File: config.mk
export PLATFORM = sky130hd
export DESIGN_NAME = shcut_unit
export DESIGN_NICKNAME = d
export VERILOG_FILES = /design/src/rtl/shcut_pkg.sv /design/src/rtl/shcut_shift.sv /design/src/rtl/shcut_scan.sv /design/src/rtl/shcut_cut.sv /design/src/rtl/shcut_unit.sv
export SDC_FILE = /design/constraint.sdc
export NUM_CORES = 1
export LEC_CHECK = 0
export ABC_AREA = 1
export BUFFER_PORTS_ARGS = -buffer_cell sky130_fd_sc_hd__buf_2
export CORE_ASPECT_RATIO = 1.5
export CORE_MARGIN = 2
export CORE_UTILIZATION = 52
export CTS_BUF_LIST = sky130_fd_sc_hd__clkbuf_4
export DETAILED_ROUTE_END_ITERATION = 7
export PLACE_DENSITY = 0.72
export SYNTH_ARGS = -nofsm -noshare
export SYNTH_HDL_FRONTEND = slang
export SYNTH_SLANG_ARGS = --single-unit
File: constraint.sdc
create_clock -name clk -period 1 [get_ports clk]
set_input_delay 0.2 -clock clk [delete_from_list [all_inputs] [get_ports clk]]
set_output_delay 0.2 -clock clk [all_outputs]
set_load 0.05 [all_outputs]
File: src/rtl/shcut_pkg.sv
package shcut_pkg;
  typedef enum logic [1:0] {
    OP_SHR  = 2'd0,
    OP_SHL  = 2'd1,
    OP_SCAN = 2'd2,
    OP_CUT  = 2'd3
  } shcut_op_e;

  localparam int CC_CARRY = 0;
  localparam int CC_OVFL  = 1;
endpackage

File: src/rtl/shcut_shift.sv
module shcut_shift #(
  parameter int W    = 32,
  parameter bit LEFT = 1'b0,
  localparam int SH_W = $clog2(W)
) (
  input  logic [W-1:0]    a,
  input  logic [SH_W-1:0] n,
  output logic [W-1:0]    res,
  output logic            lost
);
  // Mask of the bit positions that leave the word for a shift of n.
  function automatic logic [W-1:0] drop_mask(input logic [SH_W-1:0] k);
    if (LEFT) drop_mask = ~({W{1'b1}} >> k);
    else      drop_mask = ({{(W-1){1'b0}}, 1'b1} << k) - {{(W-1){1'b0}}, 1'b1};
  endfunction

  always_comb begin
    if (LEFT) res = a << n;
    else      res = a >> n;
    lost = |(a & drop_mask(n));
  end
endmodule

File: src/rtl/shcut_scan.sv
module shcut_scan #(
  parameter int W = 32,
  localparam int CNT_W = $clog2(W) + 1
) (
  input  logic [W-1:0]     a,
  output logic [CNT_W-1:0] count,
  output logic             is_zero
);
  localparam logic [CNT_W-1:0] ZERO_CODE = CNT_W'(2 * W - 1);

  // Walk upward so that the highest set bit writes last.
  function automatic logic [CNT_W-1:0] lead_zeros(input logic [W-1:0] v);
    logic [CNT_W-1:0] c;
    c = ZERO_CODE;
    for (int i = 0; i < W; i++) begin
      if (v[i]) c = CNT_W'(W - 1 - i);
    end
    return c;
  endfunction

  always_comb begin
    is_zero = (a == '0);
    count   = lead_zeros(a);
  end
endmodule

File: src/rtl/shcut_cut.sv
module shcut_cut #(
  parameter int W = 32,
  localparam int P_W = $clog2(W) + 1
) (
  input  logic [W-1:0]   hi,
  input  logic [W-1:0]   lo,
  input  logic [P_W-1:0] p,
  output logic [W-1:0]   res,
  output logic           upper_region
);
  // Window of width W taken from the pair {hi, lo} after a left move by p.
  function automatic logic [W-1:0] window(input logic [W-1:0] h,
                                          input logic [W-1:0] l,
                                          input logic [P_W-1:0] pt);
    int pi;
    pi = int'(pt);
    if (pi < W) window = (h << pi) | (l >> (W - pi));
    else        window = l << (pi - W);
  endfunction

  always_comb begin
    upper_region = (int'(p) < W);
    res          = window(hi, lo, p);
  end
endmodule

File: src/rtl/shcut_unit.sv
module shcut_unit
  import shcut_pkg::*;
#(
  parameter int W = 32,
  localparam int SH_W  = $clog2(W),
  localparam int AMT_W = SH_W + 1,
  localparam int CNT_W = SH_W + 1
) (
  input  logic             clk,
  input  logic             rst_n,
  input  logic             in_valid,
  input  logic [1:0]       in_op,
  input  logic [W-1:0]     in_a,
  input  logic [W-1:0]     in_b,
  input  logic [AMT_W-1:0] in_amt,
  input  logic [3:0]       in_cc,
  output logic             out_valid,
  output logic [W-1:0]     out_result,
  output logic [3:0]       out_cc
);
  shcut_op_e op;
  assign op = shcut_op_e'(in_op);

  // Named internal events
  logic [W-1:0]     sh_res [2];
  logic [1:0]       sh_lost;
  logic [CNT_W-1:0] scan_cnt;
  logic             ev_scan_zero;
  logic [W-1:0]     cut_res;
  logic             ev_cut_upper;
  logic [W-1:0]     nxt_result;
  logic [3:0]       nxt_cc;

  // Index 0 shifts right, index 1 shifts left
  for (genvar gi = 0; gi < 2; gi++) begin : g_shift
    shcut_shift #(.W(W), .LEFT(gi == 1)) u_sh (
      .a    (in_a),
      .n    (in_amt[SH_W-1:0]),
      .res  (sh_res[gi]),
      .lost (sh_lost[gi])
    );
  end

  shcut_scan #(.W(W)) u_scan (
    .a       (in_a),
    .count   (scan_cnt),
    .is_zero (ev_scan_zero)
  );

  shcut_cut #(.W(W)) u_cut (
    .hi           (in_a),
    .lo           (in_b),
    .p            (in_amt),
    .res          (cut_res),
    .upper_region (ev_cut_upper)
  );

  always_comb begin
    nxt_result = '0;
    nxt_cc     = in_cc;
    unique case (op)
      OP_SHR: begin
        nxt_result       = sh_res[0];
        nxt_cc[CC_CARRY] = sh_lost[0];
      end
      OP_SHL: begin
        nxt_result      = sh_res[1];
        nxt_cc[CC_OVFL] = sh_lost[1];
      end
      OP_SCAN: nxt_result = W'(scan_cnt);
      OP_CUT:  nxt_result = cut_res;
      default: nxt_result = '0;
    endcase
  end

  always_ff @(posedge clk or negedge rst_n) begin
    if (!rst_n) begin
      out_valid  <= 1'b0;
      out_result <= '0;
      out_cc     <= '0;
    end else begin
      out_valid <= in_valid;
      if (in_valid) begin
        out_result <= nxt_result;
        out_cc     <= nxt_cc;
      end
    end
  end

  // Assertions
  p_valid_follows_r2: assert property (@(posedge clk) disable iff (!rst_n)
    out_valid == $past(in_valid));

  p_idle_hold_r2: assert property (@(posedge clk) disable iff (!rst_n)
    !in_valid |=> ($stable(out_result) && $stable(out_cc)));

  p_shr_keep_upper_r4: assert property (@(posedge clk) disable iff (!rst_n)
    (in_valid && in_op == 2'd0) |=> out_cc[3:1] == $past(in_cc[3:1]));

  p_shr_zero_clears_r4: assert property (@(posedge clk) disable iff (!rst_n)
    (in_valid && in_op == 2'd0 && in_amt[SH_W-1:0] == '0) |=> !out_cc[0]);

  p_shl_keep_other_r6: assert property (@(posedge clk) disable iff (!rst_n)
    (in_valid && in_op == 2'd1) |=>
      (out_cc[3:2] == $past(in_cc[3:2]) && out_cc[0] == $past(in_cc[0])));

  p_shl_msb_sets_r6: assert property (@(posedge clk) disable iff (!rst_n)
    (in_valid && in_op == 2'd1 && in_amt[SH_W-1:0] != '0 && in_a[W-1]) |=> out_cc[1]);

  p_scan_zero_r7: assert property (@(posedge clk) disable iff (!rst_n)
    (in_valid && in_op == 2'd2 && in_a == '0) |=> out_result == W'(2 * W - 1));

  p_scan_msb_r8: assert property (@(posedge clk) disable iff (!rst_n)
    (in_valid && in_op == 2'd2 && in_a[W-1]) |=> out_result == '0);

  p_cut_zero_point_r9: assert property (@(posedge clk) disable iff (!rst_n)
    (in_valid && in_op == 2'd3 && in_amt == '0) |=> out_result == $past(in_a));

  p_cut_half_point_r10: assert property (@(posedge clk) disable iff (!rst_n)
    (in_valid && in_op == 2'd3 && int'(in_amt) == W) |=> out_result == $past(in_b));

  p_cc_pass_r11: assert property (@(posedge clk) disable iff (!rst_n)
    (in_valid && in_op[1]) |=> out_cc == $past(in_cc));

  p_cut_region_r10: assert property (@(posedge clk) disable iff (!rst_n)
    (in_valid && in_op == 2'd3 && !ev_cut_upper && in_b == '0) |=> out_result == '0);
endmodule

==> results by stage, run 1 <==
GRT:
- For this run, the total global-route usage over all layers was measured as 81.9%.
- The largest net degree at the start of global routing is 65.
- The sum of overflow across all layers after global routing is 307.
- The first global-routing pass estimated 126 mm of wire.
- The number of global-route vias before repair is 20,100.

Die:
- The count of boundary I/O pins is 116.
- The initial utilization of the core area, before any placement, comes to 52.5%.
- The standard-cell row count is 61.
- The x dimension of the die is 115 microns.
- The floorplan step set the die height to 171 microns.

Synthesis:
- In this run, synthesis inferred 0 flip-flops with an integrated enable.
- The average instance in the mapped netlist occupies 5.18 sq um.
- Summing the sequential cell areas from Yosys gives 9.60% of the chip area.
- Counting every net in the synthesized netlist gives 1,950.
- Summing every instance area after synthesis gives 0.00965 sq mm.
- The number of instances in the synthesized netlist is 1,862.
- Counting distinct cell types in the post-synthesis netlist gives 64.
- The number of synthesis warnings is 0.
- The synthesized design contains 37 register bits.
- Among all flip-flop cells after synthesis, the most frequent one is sky130_fd_sc_hd__dfrtp_1.
- The fraction of synthesis flops using an asynchronous set or reset pin is 100%.

Placed design:
- The congestion estimate from routability-driven global placement came to 1.19.
- The half-perimeter wire length after placement is 43.7 mm.
- The placed cell count is 2,628.
- The placement-stage worst setup slack is -2.19 ns.
- The count of port buffers added during placement is 115.
- The total placed instance area is 0.0141 sq mm.

Run status:
- The flow did not finish.
- The first error in the log reads "[ERROR GRT-0116] Global routing finished with congestion. Check the congestion regions in the DRC Viewer".
- The run ended at global routing (5_1_grt).

Clock network:
- Clock tree synthesis inserted a total of 5 buffers.
- In this run the deepest clock path goes through 2 buffers.
- The root buffer selected by CTS is sky130_fd_sc_hd__clkbuf_4.
- The number of sinks driven by the clock tree is 37.
- The number of levels in the clock H-tree is 2.
## synth_stat cells, drive strengths merged (24+ instances only)
master,number,area share (%)
buf,46,2.6
clkbuf,79,3.1
a21oi,120,6.2
inv,204,8.0
o21ai,297,16
mux2i,24,2.5
o211ai,31,2.5
nand3,66,3.6
o22ai,30,1.9
a31oi,27,1.8
nor2,186,7.5
dfrtp,37,9.6
nand2,547,21
## routing by layer
metal,GRT usage (%),overflow
met1,81.0,1
met2,101,193
met3,61.1,4
met4,89.6,109
met5,11.5,0
## stage by stage
step,hold WS [ns],setup TNS (ns)
floorplan,-0.0956,-51.59
global placement,0.0968,-64.97
detailed placement,0.107,-66.39
CTS,0.0500,-45.68
## logic make-up after synthesis
family,Yosys count,synth area share [%]
fa+ha+maj,9,1.17
buf+inv,333,13.8
simple gates,858,36.3
xor+xnor,4,0.441
mux,24,2.49
flops,37,9.60
compound gates,597,36.2
## repair_timing
action / in CTS
buffers inserted: 44
pin swaps: 117
hold endpoints to repair: 11
endpoints found under the setup margin: 71
hold buffers: 1
cloned: 14
gates resized for setup: 501
==> run 2: changes to the inputs <==
--- a/config.mk
+++ b/config.mk
@@ -7,12 +7,10 @@
 export LEC_CHECK = 0
 export ABC_AREA = 1
 export BUFFER_PORTS_ARGS = -buffer_cell sky130_fd_sc_hd__buf_2
-export CORE_ASPECT_RATIO = 1.5
 export CORE_MARGIN = 2
-export CORE_UTILIZATION = 52
-export CTS_BUF_LIST = sky130_fd_sc_hd__clkbuf_4
+export CORE_UTILIZATION = 37
 export DETAILED_ROUTE_END_ITERATION = 7
-export PLACE_DENSITY = 0.72
+export PLACE_DENSITY_LB_ADDON = 0.15
 export SYNTH_ARGS = -nofsm -noshare
 export SYNTH_HDL_FRONTEND = slang
 export SYNTH_SLANG_ARGS = --single-unit
==> run 2 against run 1 <==
  * The flow now finishes, with violations (setup timing)
  * Synthesized cell count unchanged
  * Synthesized area stayed put
==> results by stage, run 2 <==
Run status:
- Status: finished with violations (was stopped before the end).
- The checks that failed: setup timing.

Clock network:
- The number of levels in the clock H-tree is 2 (unchanged).
- The clock-pin slew reported for the worst setup and hold paths after clock tree synthesis is 0.06 ns.
- TritonCTS built the clock tree.
- The root buffer selected by CTS is sky130_fd_sc_hd__clkbuf_16 (was sky130_fd_sc_hd__clkbuf_4).
- The CTS buffer count is 5 (unchanged).
- The number of sinks driven by the clock tree is 37 (unchanged).
- The maximum number of buffers from clock root to sink is 2 (unchanged).
- Clock latency on the worst-skew pair, taken at its later pin, is 0.29 ns.

Hold path:
- The worst hold path belongs to the class input pin to flop.
- In this run the most critical hold path is launched from in_cc[3].
- The hold path endpoint is out_cc[3].
- The number of instances on the worst hold path is 3.

Setup path:
- The critical path start-end classification is input pin to flop.
- The endpoint identified for the worst register-to-register timing path is out_result[21].
- The slowest stage of the critical path is the sky130_fd_sc_hd__mux2i_1 cell.
- The path depth of the worst reg2reg path is 4.
- Broken down by cell family, the worst path's largest delay share belongs to compound AO/OA/AOI/OAI gates.
- The critical path contains buffers and inverters numbering 5 combined.
- The slack of the worst reg-to-reg path is 0.09 ns.
- For this run, the slowest stage of the critical path takes 0.24 ns.
- At the worst endpoint, the arrival time is 2.87 ns.
- The critical register-to-register path startpoint is out_result[21].
- The worst setup path is launched from an input pin.
- In this run the worst path has a maximum fanout of 7.
- The element type at the critical path end is a flop.
- The endpoint required time on the critical path is 1.23 ns.
- The critical path goes through buf_8, nor2_4, nand2_2, o21ai_4, buf_12, buf_12, buf_8, nand2_4, o21ai_2, buf_6, o21ai_2, mux2i_1, nand2_1, o21ai_2, nand2_1, a21oi_2, o211ai_1, o311ai_1, nand3_1, nand2_1.

Power and ir drop:
- The reported leakage power is 0.00800 uW.
- The peak supply drop is 804 uV.
- In this run the power density over the cells is 828 mW/mm^2.

Timing:
- The max-slew headroom at the worst pin is 57.7%.
- The number of hold-slack violations in the final timing report is 0.
- The final period demand of the worst path is 2.63 ns.
- The final setup violation count is 71.
- Setup repair after global routing could not meet its margin everywhere.
- The worst clock skew is 0 ns.
- The final number of max-transition violations is 0.
- The highest achievable clock rate is 380 MHz.
- The final period utilization is 263%.
- The worst hold slack across all endpoints is 0.105 ns.
- For the pin with the worst max-slew slack, the measured transition is 0.627 ns.
- Once routing completed, OpenROAD measured the worst setup slack at -1.63 ns.

Route:
- The average routed wire per standard cell is 21.2 microns.
- The first detailed-routing pass ran for 6 iterations.
- The detail route stage leaves a number of antenna-violating nets equal to 0.
- Using the TritonRoute via totals, the vias-per-cell ratio works out to 5.71.
- For this run, design rule violations remaining after detail routing come to 0.
- The via count is 15,700.
- The final wirelength is 58.3 mm.
- The number of DRC violations after detailed-routing iteration 0 is 1,761.

Synthesis:
- The average size of a mapped cell was 5.18 sq um (unchanged).
- The simple-gate share of the synthesized area came to 36.3% (unchanged).
- The number of synthesis warnings was 0 (unchanged).
- The most used standard cell by instance count after synthesis is sky130_fd_sc_hd__nand2_1 (unchanged).
- The adder-cell share of the synthesized area was 1.17% (unchanged).
- Most used standard cells in the synthesized netlist: sky130_fd_sc_hd__nand2_1 (543), sky130_fd_sc_hd__o21ai_0 (254), sky130_fd_sc_hd__inv_1 (196), sky130_fd_sc_hd__nor2_1 (178), sky130_fd_sc_hd__a21oi_1 (120) (unchanged).
- The mapped cell area is 0.00965 sq mm (unchanged).
- The number of instances in the synthesized netlist is 1,862 (unchanged).
- The parity-gate share of the synthesized area counting xor and xnor cells is 0.441% (unchanged).
- The main combinational cell family by area after synthesis is simple AND/OR/NAND/NOR gates (unchanged).
- The multiplexer fraction of the synthesized cell area is 2.49% (unchanged).
- The cell accounting for the most synthesized area is sky130_fd_sc_hd__nand2_1 (unchanged).
- The synthesized-area fraction occupied by ao, oa, aoi and oai cells came to 36.2% (unchanged).
- The post-synthesis sequential area ratio is 9.60% (unchanged).
- The synthesis-stage register bit count is 37 (unchanged).
- The most frequently used flop master after synthesis was sky130_fd_sc_hd__dfrtp_1 (unchanged).
- The fraction of synthesis flops using an asynchronous set or reset pin is 100% (unchanged).
- The net count after synthesis is 1,950 (unchanged).
- The number of distinct library cells after synthesis is 64 (unchanged).
- Top cells by area, synth: sky130_fd_sc_hd__nand2_1 (21%), sky130_fd_sc_hd__o21ai_0 (13%), sky130_fd_sc_hd__dfrtp_1 (9.6%) (unchanged).
- The number of enable-type register cells in the synthesized netlist is 0 (unchanged).
- The share of Yosys cell area claimed by the top area cell type was 21.1% (unchanged).

GRT:
- The total global-route track usage is 40.5%.
- The wire length of the first global-routing pass is 83.6 mm.
- The sum of overflow across all layers after global routing is 0.
- Entering global routing, the biggest net connects 103 pins.
- The initial antenna violation count is 0.
- The number of global-route vias before repair is 14,400.

Final layout:
- The most flop-heavy register is out_result.
- The commonest non-fill, non-tap cell in the layout is sky130_fd_sc_hd__buf_4.
- The count of nets after finishing is 2,502.
- In the layout the commonest cells are sky130_fd_sc_hd__buf_4 (503), sky130_fd_sc_hd__nand2_1 (502), sky130_fd_sc_hd__inv_1 (177).
- The core occupancy in the finished layout is 63.4%.
- The largest registers in the layout are out_result x32, out_cc x4, out_valid x1.
- The multi-input combinational cells in the finished layout cover a total of 0.00868 sq mm.
- The total non-filler cell area in the finished layout is 0.0164 sq mm.
- The finished layout holds 2,750 standard cells, fillers aside.
- The relative area change from synthesis to final layout is 69.8%.
- The flip-flop count of the largest register after layout is 32.
- The fraction of layout cells with a size suffix above 1 is 40.4%.
- Counting the fill cells in the layout gives 2,497.
- The area used by sequential logic in the layout is 926 sq um.
- The final antenna diode count is 0.

Die:
- The region available for standard cell placement spans 0.0258 sq mm.
- The x dimension of the die was 165 microns (was 115 microns).
- The starting density of the core is 37.3% (was 52.5%).
- The die boundary height is 165 microns (was 171 microns).
- The area of the die is 0.0274 sq mm.
- The count of boundary I/O pins is 116 (unchanged).
- The standard-cell row count was 59 (was 61).

Placed design:
- The half-perimeter wire length after placement came to 45.9 mm (was 43.7 mm).
- The total placed instance area is 0.0140 sq mm (was 0.0141 sq mm).
- The placed cell count is 2,695 (was 2,628).
- The count of port buffers added during placement is 115 (unchanged).
- The global placement routability congestion came to 1.02 (was 1.19).

Flow run:
- Across the run, the number of max-cap violations was 0.
## run 2: per-layer routing
metal	track usage (%)	wire (microns)	vias up
met2	66.5	26400	819
met1	49.2	22800	7274
met4	24.1	4150	0
met5	0	0	-
li1	-	-	7410
met3	7.59	4940	191
## run 2: area by class of cell
class / count / area share [%]
timing repair buffer: 670 / 32.9
clock inverter: 3 / 0.107
multi-input combinational: 1492 / 53.0
sequential: 37 / 5.65
clock buffer: 5 / 0.764
inverter: 208 / 4.98
tap: 335 / 2.56
## run 2: worst max-delay path by stage
stage	from	to	cells after the start
detailed placement	in_amt[0]	out_result[31]	17
global placement	in_amt[0]	out_result[31]	17
global route	in_amt[1]	out_cc[0]	26
finish	in_amt[3]	out_result[3]	20
floorplan	in_amt[1]	out_cc[0]	30
CTS	in_amt[0]	out_cc[0]	25
## run 2: power by group
part / switching [uW] / internal (uW) / total (uW)
Sequential: 146 / 1670 / 1810
Combinational: 5880 / 4230 / 10100
Clock: 724 / 917 / 1640
Total: 6750 / 6820 / 13600
## run 2: what timing repair did
item                       CTS  global route
hold endpoints to repair    37             0
cloned                       1             2
pin swaps                   35            97
hold buffers                 1             0
setup endpoints to repair   71            71
gates resized for setup    184           341
setup buffers               21            33
## run 2: logic make-up after synthesis
logic type	after synthesis
adder cells (fa/ha/maj)	9
buffers and inverters	333
flip-flops	37
XOR/XNOR	4
multiplexers	24
AO/OA/AOI/OAI	597
AND/OR/NAND/NOR	858
## run 2: metrics by stage
stage	worst slack [ns]	power (uW)	setup TNS [ns]
after floorplan	-2.26	5960	-51.59
after global placement	-2.23	9940	-65.53
after detailed placement	-2.17	9960	-66.35
after CTS	-1.60	12300	-50.33
after global routing	-1.82	14200	-54.34
final	-1.63	13600	-50.14
## run 2: tightest hold or removal path, delay by kind of cell
| kind | cells | cell delay [ns] |
|---|---|---|
| buffers and inverters | 1 | 0.07 |
| AND/OR/NAND/NOR | 2 | 0.09 |
Note: power is estimated with default switching activity, not from simulation.
